### src/rtl/i2cm_pkg.sv
package i2cm_pkg;
  localparam int PTR_W = 16;
  typedef enum logic [2:0] {
    ST_IDLE,
    ST_RX,
    ST_RX_ACK,
    ST_TX,
    ST_TX_ACK,
    ST_WAIT
  } bus_st_t;
endpackage

### src/rtl/i2cm_sync.sv
module i2cm_sync #(
  parameter int STAGES = 2
) (
  input  logic clk,
  input  logic rst_n,
  input  logic scl_i,
  input  logic sda_i,
  output logic scl_lvl,
  output logic sda_lvl,
  output logic scl_rise,
  output logic scl_fall,
  output logic start_evt,
  output logic stop_evt
);
  logic [STAGES-1:0] scl_ff, sda_ff;
  logic scl_q, sda_q;

  always_ff @(posedge clk or negedge rst_n) begin
    if (!rst_n) begin
      scl_ff <= '1;
      sda_ff <= '1;
      scl_q  <= 1'b1;
      sda_q  <= 1'b1;
    end else begin
      scl_ff <= {scl_ff[STAGES-2:0], scl_i};
      sda_ff <= {sda_ff[STAGES-2:0], sda_i};
      scl_q  <= scl_ff[STAGES-1];
      sda_q  <= sda_ff[STAGES-1];
    end
  end

  assign scl_lvl   = scl_ff[STAGES-1];
  assign sda_lvl   = sda_ff[STAGES-1];
  assign scl_rise  = scl_lvl & ~scl_q;
  assign scl_fall  = ~scl_lvl & scl_q;
  assign start_evt = scl_lvl & scl_q & sda_q & ~sda_lvl;
  assign stop_evt  = scl_lvl & scl_q & ~sda_q & sda_lvl;
endmodule

### src/rtl/i2cm_mem.sv
module i2cm_mem #(
  parameter int AW = 8
) (
  input  logic          clk,
  input  logic          we,
  input  logic [AW-1:0] waddr,
  input  logic [7:0]    wdata,
  input  logic [AW-1:0] raddr,
  output logic [7:0]    rdata
);
  localparam int DEPTH = 1 << AW;
  logic [7:0] arr [DEPTH];

  always_ff @(posedge clk) begin
    if (we) arr[waddr] <= wdata;
    rdata <= arr[raddr];
  end
endmodule

### src/rtl/i2cm_pagebuf.sv
module i2cm_pagebuf #(
  parameter int PAGE_AW = 6,
  parameter int PTR_W   = 16,
  parameter int MEM_AW  = 8
) (
  input  logic                     clk,
  input  logic                     rst_n,
  input  logic                     wr_en,
  input  logic [PAGE_AW-1:0]       wr_idx,
  input  logic [7:0]               wr_data,
  input  logic [PTR_W-PAGE_AW-1:0] wr_page,
  input  logic                     clear,
  input  logic                     commit,
  output logic                     busy,
  output logic                     mem_we,
  output logic [MEM_AW-1:0]        mem_addr,
  output logic [7:0]               mem_wdata
);
  localparam int PAGE = 1 << PAGE_AW;

  logic [7:0]               data_q [PAGE];
  logic [PAGE-1:0]          vld;
  logic [PTR_W-PAGE_AW-1:0] page_q;
  logic [PAGE_AW-1:0]       scan;

  always_ff @(posedge clk) begin
    if (wr_en) data_q[wr_idx] <= wr_data;
  end

  always_ff @(posedge clk or negedge rst_n) begin
    if (!rst_n) begin
      vld    <= '0;
      page_q <= '0;
      scan   <= '0;
      busy   <= 1'b0;
    end else if (busy) begin
      vld[scan] <= 1'b0;
      scan      <= scan + 1'b1;
      if (scan == {PAGE_AW{1'b1}}) busy <= 1'b0;
    end else if (clear) begin
      vld <= '0;
    end else if (wr_en) begin
      vld[wr_idx] <= 1'b1;
      page_q      <= wr_page;
    end else if (commit && |vld) begin
      busy <= 1'b1;
      scan <= '0;
    end
  end

  assign mem_we    = busy & vld[scan];
  assign mem_addr  = MEM_AW'({page_q, scan});
  assign mem_wdata = data_q[scan];


  drain_clears_chk: assert property (@(posedge clk) disable iff (!rst_n)
    (busy && scan == {PAGE_AW{1'b1}}) |=> (vld == '0 && !busy));


  no_fill_while_busy_chk: assert property (@(posedge clk) disable iff (!rst_n)
    !(wr_en && busy));
endmodule

### src/rtl/i2cm_ctrl.sv
module i2cm_ctrl
  import i2cm_pkg::*;
#(
  parameter logic [3:0] DEV_ID  = 4'b1010,
  parameter int         PAGE_AW = 6,
  parameter int         MEM_AW  = 8
) (
  input  logic                     clk,
  input  logic                     rst_n,
  input  logic [2:0]               strap,
  input  logic                     scl_lvl,
  input  logic                     sda_lvl,
  input  logic                     scl_rise,
  input  logic                     scl_fall,
  input  logic                     start_evt,
  input  logic                     stop_evt,
  input  logic                     busy,
  input  logic [7:0]               rd_data,
  output logic [MEM_AW-1:0]        rd_addr,
  output logic                     buf_we,
  output logic [PAGE_AW-1:0]       buf_idx,
  output logic [7:0]               buf_data,
  output logic [PTR_W-PAGE_AW-1:0] buf_page,
  output logic                     buf_clear,
  output logic                     commit,
  output logic                     sda_oe
);
  bus_st_t          st;
  logic [3:0]       bitcnt;
  logic [7:0]       shreg;
  logic [1:0]       byte_idx;
  logic             rw, mack;
  logic [PTR_W-1:0] ptr;

  logic rx_done, dev_match, go_start;
  assign go_start  = start_evt & ~busy;
  assign rx_done   = (st == ST_RX) && scl_fall && (bitcnt == 4'd8);
  assign dev_match = (shreg[7:4] == DEV_ID) && (shreg[3:1] == strap);

  assign buf_we    = rx_done && (byte_idx == 2'd3);
  assign buf_idx   = ptr[PAGE_AW-1:0];
  assign buf_data  = shreg;
  assign buf_page  = ptr[PTR_W-1:PAGE_AW];
  assign buf_clear = go_start;
  assign commit    = stop_evt & ~busy;
  assign rd_addr   = MEM_AW'(ptr);

  always_ff @(posedge clk or negedge rst_n) begin
    if (!rst_n) begin
      st       <= ST_IDLE;
      bitcnt   <= '0;
      shreg    <= '0;
      byte_idx <= '0;
      rw       <= 1'b0;
      mack     <= 1'b0;
      ptr      <= '0;
      sda_oe   <= 1'b0;
    end else if (go_start) begin
      st       <= ST_RX;
      bitcnt   <= '0;
      byte_idx <= '0;
      sda_oe   <= 1'b0;
    end else if (stop_evt) begin
      st     <= ST_IDLE;
      sda_oe <= 1'b0;
    end else begin
      case (st)
        ST_RX: begin
          if (scl_rise && bitcnt < 4'd8) begin
            shreg  <= {shreg[6:0], sda_lvl};
            bitcnt <= bitcnt + 1'b1;
          end else if (rx_done) begin
            bitcnt <= '0;
            sda_oe <= 1'b1;
            st     <= ST_RX_ACK;
            case (byte_idx)
              2'd0: begin
                rw <= shreg[0];
                if (!dev_match) begin
                  sda_oe <= 1'b0;
                  st     <= ST_IDLE;
                end
              end
              2'd1: ptr[15:8] <= shreg;
              2'd2: ptr[7:0]  <= shreg;
              default: ptr[PAGE_AW-1:0] <= ptr[PAGE_AW-1:0] + 1'b1;
            endcase
          end
        end
        ST_RX_ACK: begin
          if (scl_fall) begin
            if (byte_idx == 2'd0 && rw) begin
              shreg  <= rd_data;
              sda_oe <= ~rd_data[7];
              ptr    <= ptr + 1'b1;
              bitcnt <= '0;
              st     <= ST_TX;
            end else begin
              sda_oe <= 1'b0;
              st     <= ST_RX;
              if (byte_idx != 2'd3) byte_idx <= byte_idx + 1'b1;
            end
          end
        end
        ST_TX: begin
          if (scl_fall) begin
            if (bitcnt == 4'd7) begin
              sda_oe <= 1'b0;
              st     <= ST_TX_ACK;
            end else begin
              shreg  <= {shreg[6:0], 1'b0};
              sda_oe <= ~shreg[6];
              bitcnt <= bitcnt + 1'b1;
            end
          end
        end
        ST_TX_ACK: begin
          if (scl_rise) mack <= ~sda_lvl;
          if (scl_fall) begin
            if (mack) begin
              shreg  <= rd_data;
              sda_oe <= ~rd_data[7];
              ptr    <= ptr + 1'b1;
              bitcnt <= '0;
              st     <= ST_TX;
            end else begin
              st <= ST_WAIT;
            end
          end
        end
        default: ;
      endcase
    end
  end


  start_reframes_chk: assert property (@(posedge clk) disable iff (!rst_n)
    go_start |=> (st == ST_RX && bitcnt == 4'd0 && byte_idx == 2'd0));


  nack_released_chk: assert property (@(posedge clk) disable iff (!rst_n)
    (st == ST_WAIT) |-> !sda_oe);


  drive_on_low_chk: assert property (@(posedge clk) disable iff (!rst_n)
    $rose(sda_oe) |-> !scl_lvl);
endmodule

### src/rtl/i2c_eeprom_slave.sv
module i2c_eeprom_slave
  import i2cm_pkg::*;
#(
  parameter logic [3:0] DEV_ID  = 4'b1010,
  parameter int         MEM_AW  = 8,
  parameter int         PAGE_AW = 6
) (
  input  logic       clk,
  input  logic       rst_n,
  input  logic [2:0] strap_i,
  input  logic       scl_i,
  input  logic       sda_i,
  output logic       sda_oe_o
);
  logic scl_lvl, sda_lvl, scl_rise, scl_fall, start_evt, stop_evt;
  logic busy, buf_we, buf_clear, commit, mem_we;
  logic [7:0]               rd_data, buf_data, mem_wdata;
  logic [MEM_AW-1:0]        rd_addr, mem_addr;
  logic [PAGE_AW-1:0]       buf_idx;
  logic [PTR_W-PAGE_AW-1:0] buf_page;

  i2cm_sync #(.STAGES(2)) u_sync (
    .clk(clk), .rst_n(rst_n), .scl_i(scl_i), .sda_i(sda_i),
    .scl_lvl(scl_lvl), .sda_lvl(sda_lvl), .scl_rise(scl_rise),
    .scl_fall(scl_fall), .start_evt(start_evt), .stop_evt(stop_evt)
  );

  i2cm_ctrl #(.DEV_ID(DEV_ID), .PAGE_AW(PAGE_AW), .MEM_AW(MEM_AW)) u_ctrl (
    .clk(clk), .rst_n(rst_n), .strap(strap_i), .scl_lvl(scl_lvl),
    .sda_lvl(sda_lvl), .scl_rise(scl_rise), .scl_fall(scl_fall),
    .start_evt(start_evt), .stop_evt(stop_evt), .busy(busy),
    .rd_data(rd_data), .rd_addr(rd_addr), .buf_we(buf_we),
    .buf_idx(buf_idx), .buf_data(buf_data), .buf_page(buf_page),
    .buf_clear(buf_clear), .commit(commit), .sda_oe(sda_oe_o)
  );

  i2cm_pagebuf #(.PAGE_AW(PAGE_AW), .PTR_W(PTR_W), .MEM_AW(MEM_AW)) u_pbuf (
    .clk(clk), .rst_n(rst_n), .wr_en(buf_we), .wr_idx(buf_idx),
    .wr_data(buf_data), .wr_page(buf_page), .clear(buf_clear),
    .commit(commit), .busy(busy), .mem_we(mem_we), .mem_addr(mem_addr),
    .mem_wdata(mem_wdata)
  );

  i2cm_mem #(.AW(MEM_AW)) u_mem (
    .clk(clk), .we(mem_we), .waddr(mem_addr), .wdata(mem_wdata),
    .raddr(rd_addr), .rdata(rd_data)
  );
endmodule

### config.mk
export PLATFORM = sky130hd
export DESIGN_NAME = i2c_eeprom_slave
export DESIGN_NICKNAME = d
export VERILOG_FILES = /design/src/rtl/i2cm_pkg.sv /design/src/rtl/i2cm_sync.sv /design/src/rtl/i2cm_mem.sv /design/src/rtl/i2cm_pagebuf.sv /design/src/rtl/i2cm_ctrl.sv /design/src/rtl/i2c_eeprom_slave.sv
export SDC_FILE = /design/constraint.sdc
export NUM_CORES = 2
export LEC_CHECK = 0
export BUFFER_PORTS_ARGS = -buffer_cell sky130_fd_sc_hd__buf_2
export CORE_UTILIZATION = 35
export DETAILED_ROUTE_END_ITERATION = 6
export SETUP_SLACK_MARGIN = 0.15
export SLEW_MARGIN = 5
export SYNTH_ARGS = -nofsm -noshare
export SYNTH_HDL_FRONTEND = slang
export SYNTH_HIERARCHICAL = 1
export SYNTH_SLANG_ARGS = --single-unit
### constraint.sdc
create_clock -name clk -period 17.8 [get_ports clk]
set_clock_uncertainty 0.2 [all_clocks]
set_input_delay 3.56 -clock clk [delete_from_list [all_inputs] [get_ports clk]]
set_output_delay 3.56 -clock clk [all_outputs]
set_load 0.02 [all_outputs]
==> summary.txt <==
Setup path
  – Worst path top cell family by delay: buffers and inverters
  – Setup crit start kind: flop
  – Worst Setup End Kind: flop
  – Kind of critical path: flop to flop
  – Max FO, Critical Path: 112
  – Worst reg-to-reg setup slack: around 12 ns
  – Critical Path AT: between 6 and 7 ns
  – Crit path cell chain: buf_4 > buf_4 > buf_12 > mux4_2 > mux4_2 > nor2b_1 > nor4_2 > nor4_1
  – Critical Path RT: approximately 18 ns
  – CP max-delay cell: dfrtp_4
  – CP bufs+invs: 3
  – Slowest stage delay, CP: 0.84 ns

Global route
  – Remaining Overflow, GRT: 0
  – Gr usage total: between 15 and 20%
  – Vias in the first global route: 54800
  – Initial antenna violation count: 9
  – Largest net degree at the start of global routing: 185
  – First-pass GRT wire length: 403000 um

Timing
  – Fin crit share: around 34%
  – Setup TNS: 0 ns
  – Worst setup margin: 11.70 ns
  – Final count of pins violating max slew: 0
  – Measured slew at the worst slew-check pin: 1.35 ns
  – F_max: ~160 MHz
  – Final Hold Vio Count: 0
  – RSZ-0062 raised after global routing: false
  – # setup viols final: 0
  – Max-slew headroom: 9.04%
  – Hold Slack: 0.155 ns
  – Tmin final: 6.10 ns

Run status
  – Status: finished with violations
  – Failing checks: design-rule violations

Clocking
  – CTS Hold Bufs: 0
  – Clock Sinks: between 2000 and 3000
  – Clk Latency, worst-skew pair: 0.85 ns
  – Num CTS Buffers: 279
  – Resize count post-CTS: 0
  – CTS tree: yes
  – Reg clk slew, reported paths: 0.06 ns
  – H-Tree Level Count: 5
  – Longest Clk Path Bufs: 4
  – Root buf cell: clkbuf_16
  – Setup Buffers After CTS: 0

Drt
  – DRT Wirelength: 281000 um
  – DRT iter0 DRCs: approximately 7000
  – DRT Pass-1 Iters: 7
  – Via count: 55600
  – Drt drc: 1
  – Post-DR vias/cell: ~5.7
  – WL/cell: 28.9 um
  – Final ANT Viol Nets: 0

Yosys
  – Post-Synthesis Cell Area: 0.106 mm^2
  – Syn_area_per_cell: 19.3 um^2
  – YS warnings: 6
  – Cells after synthesis: ~5500
  – Mapped Nets: around 5500

Place
  – Port Buffers: 7
  – Cell Count Post-Placement: 9200
  – Routability cong.: 0.897
  – DP Worst Slack: 11.56 ns
  – Post-DP HPWL: 167000 um

Power
  – Pleak: 36.1 nW
  – VDD IR max: roughly 0.12 mV
  – Pwr/cell area: roughly 140 mW/mm^2

Floorplan
  – IO Count: 8
  – Die area: 0.304 mm^2
  – Core Area: 0.300 mm^2
  – Row count: 201
  – Initial Util: roughly a third
  – Die W: 552 um
  – Die Y: between 500 and 600 um

Worst hold path
  – Worst hold-check path type: flop to flop

Layout
  – Final Non-Filler Cells: 9696
  – Nets: 5538
  – Multi-input logic area: around 0.024 mm^2
  – Final core utilization: 39.5%
  – Layout fillers: roughly 27000
  – Synthesis-to-finish area growth: 12.0%
  – Layout cells sized above 1: 20.1%
  – Area occupied by registers: 0.0798 mm^2

Flow run
  – Max cap viols: 0
through the flow:
step | power (mW) | instance area (um^2)
after floorplan | 9.66 | 106000
after global placement | 10.8 | 110000
after detailed placement | 10.9 | 110000
after CTS | 16.4 | 118000
after global routing | 16.8 | 118000
final | 16.3 | 118000
layer usage:
layer	up-vias	part of all wire, %	track usage [%]
met5	-	0.013	0
met4	6	2.7	5.02
met3	530	9.5	4.48
met2	2719	46	28.2
met1	29600	41	25.4
li1	22800	-	-
where the power goes:
group,total [mW],leakage [nW],switching (mW),internal [mW]
combinational,3.62,7.38,2.23,1.39
clock,5.54,4.17,2.37,3.16
sequential,7.12,24.5,0.133,6.98
final cells by class:
type	instances	area share, %
clock inverter	136	0.935
tap	3958	4.18
inverter	16	0.0507
multi-input combinational	2420	20.3
clock buffer	355	6.27
sequential	2675	67.3
timing repair buffer	131	0.959
antenna	5	0.0106
sequential cells by signal (all words and copies together) (netlist names), 2 cells and up:
name	cells
u_mem/rdata	8
u_pbuf/vld	64
u_ctrl/buf_data	8
u_ctrl/ptr	8
u_pbuf/page_q	2
u_pbuf/data_q	512
u_pbuf/scan	6
u_mem/arr	2048
u_sync/scl_ff	2
u_ctrl/bitcnt	4
u_sync/sda_ff	2
u_ctrl/byte_idx	2
u_ctrl/st	3
worst paths after layout:
| kind | start | end | cells after the start |
|---|---|---|---|
| worst max-delay path | u_ctrl/ptr[0]$_DFFE_PN0P_ | u_mem/rdata[4]$_DFF_P_ | 8 |
| worst min-delay path | u_sync/scl_ff[0]$_DFF_PN1_ | u_sync/scl_ff[1]$_DFF_PN1_ | 0 |
| worst max register to register | u_ctrl/ptr[0]$_DFFE_PN0P_ | u_mem/rdata[4]$_DFF_P_ | 8 |
| worst min register to register | u_sync/scl_ff[0]$_DFF_PN1_ | u_sync/scl_ff[1]$_DFF_PN1_ | 0 |
| max in group asynchronous | rst_n | u_pbuf/scan[0]$_DFFE_PN0P_ | 2 |
| min in group asynchronous | rst_n | u_ctrl/st[1]$_DFFE_PN0P_ | 1 |
placed cells by master (no fill, tap or decap), types with 9 or more instances in the layout:
| master | instances |
|---|---|
| o22ai_1 | 60 |
| mux2i_1 | 215 |
| o21ai_0 | 57 |
| nor2_1 | 404 |
| nand2_1 | 119 |
| nand2b_1 | 13 |
| buf_4 | 110 |
| inv_1 | 10 |
| nand4_1 | 23 |
| bufinv_16 | 14 |
| o221ai_1 | 57 |
| o211ai_1 | 13 |
| a21oi_1 | 212 |
| a211oi_1 | 84 |
| a22oi_1 | 173 |
| and2_1 | 11 |
| dfrtp_1 | 84 |
| mux4_2 | 501 |
| buf_12 | 11 |
| nand3b_1 | 9 |
| a22o_1 | 16 |
| nor2_2 | 10 |
| clkbuf_1 | 67 |
| a221oi_1 | 67 |
| nand3_1 | 48 |
| nor3_1 | 27 |
| clkinv_2 | 44 |
| clkbuf_16 | 285 |
| mux2_2 | 54 |
| nor4_1 | 33 |
| nor2b_1 | 38 |
| dfrtp_2 | 10 |
| clkinv_1 | 56 |
| nor4_2 | 10 |
| edfxtp_1 | 2560 |
Power figures use the tool's default switching activity.
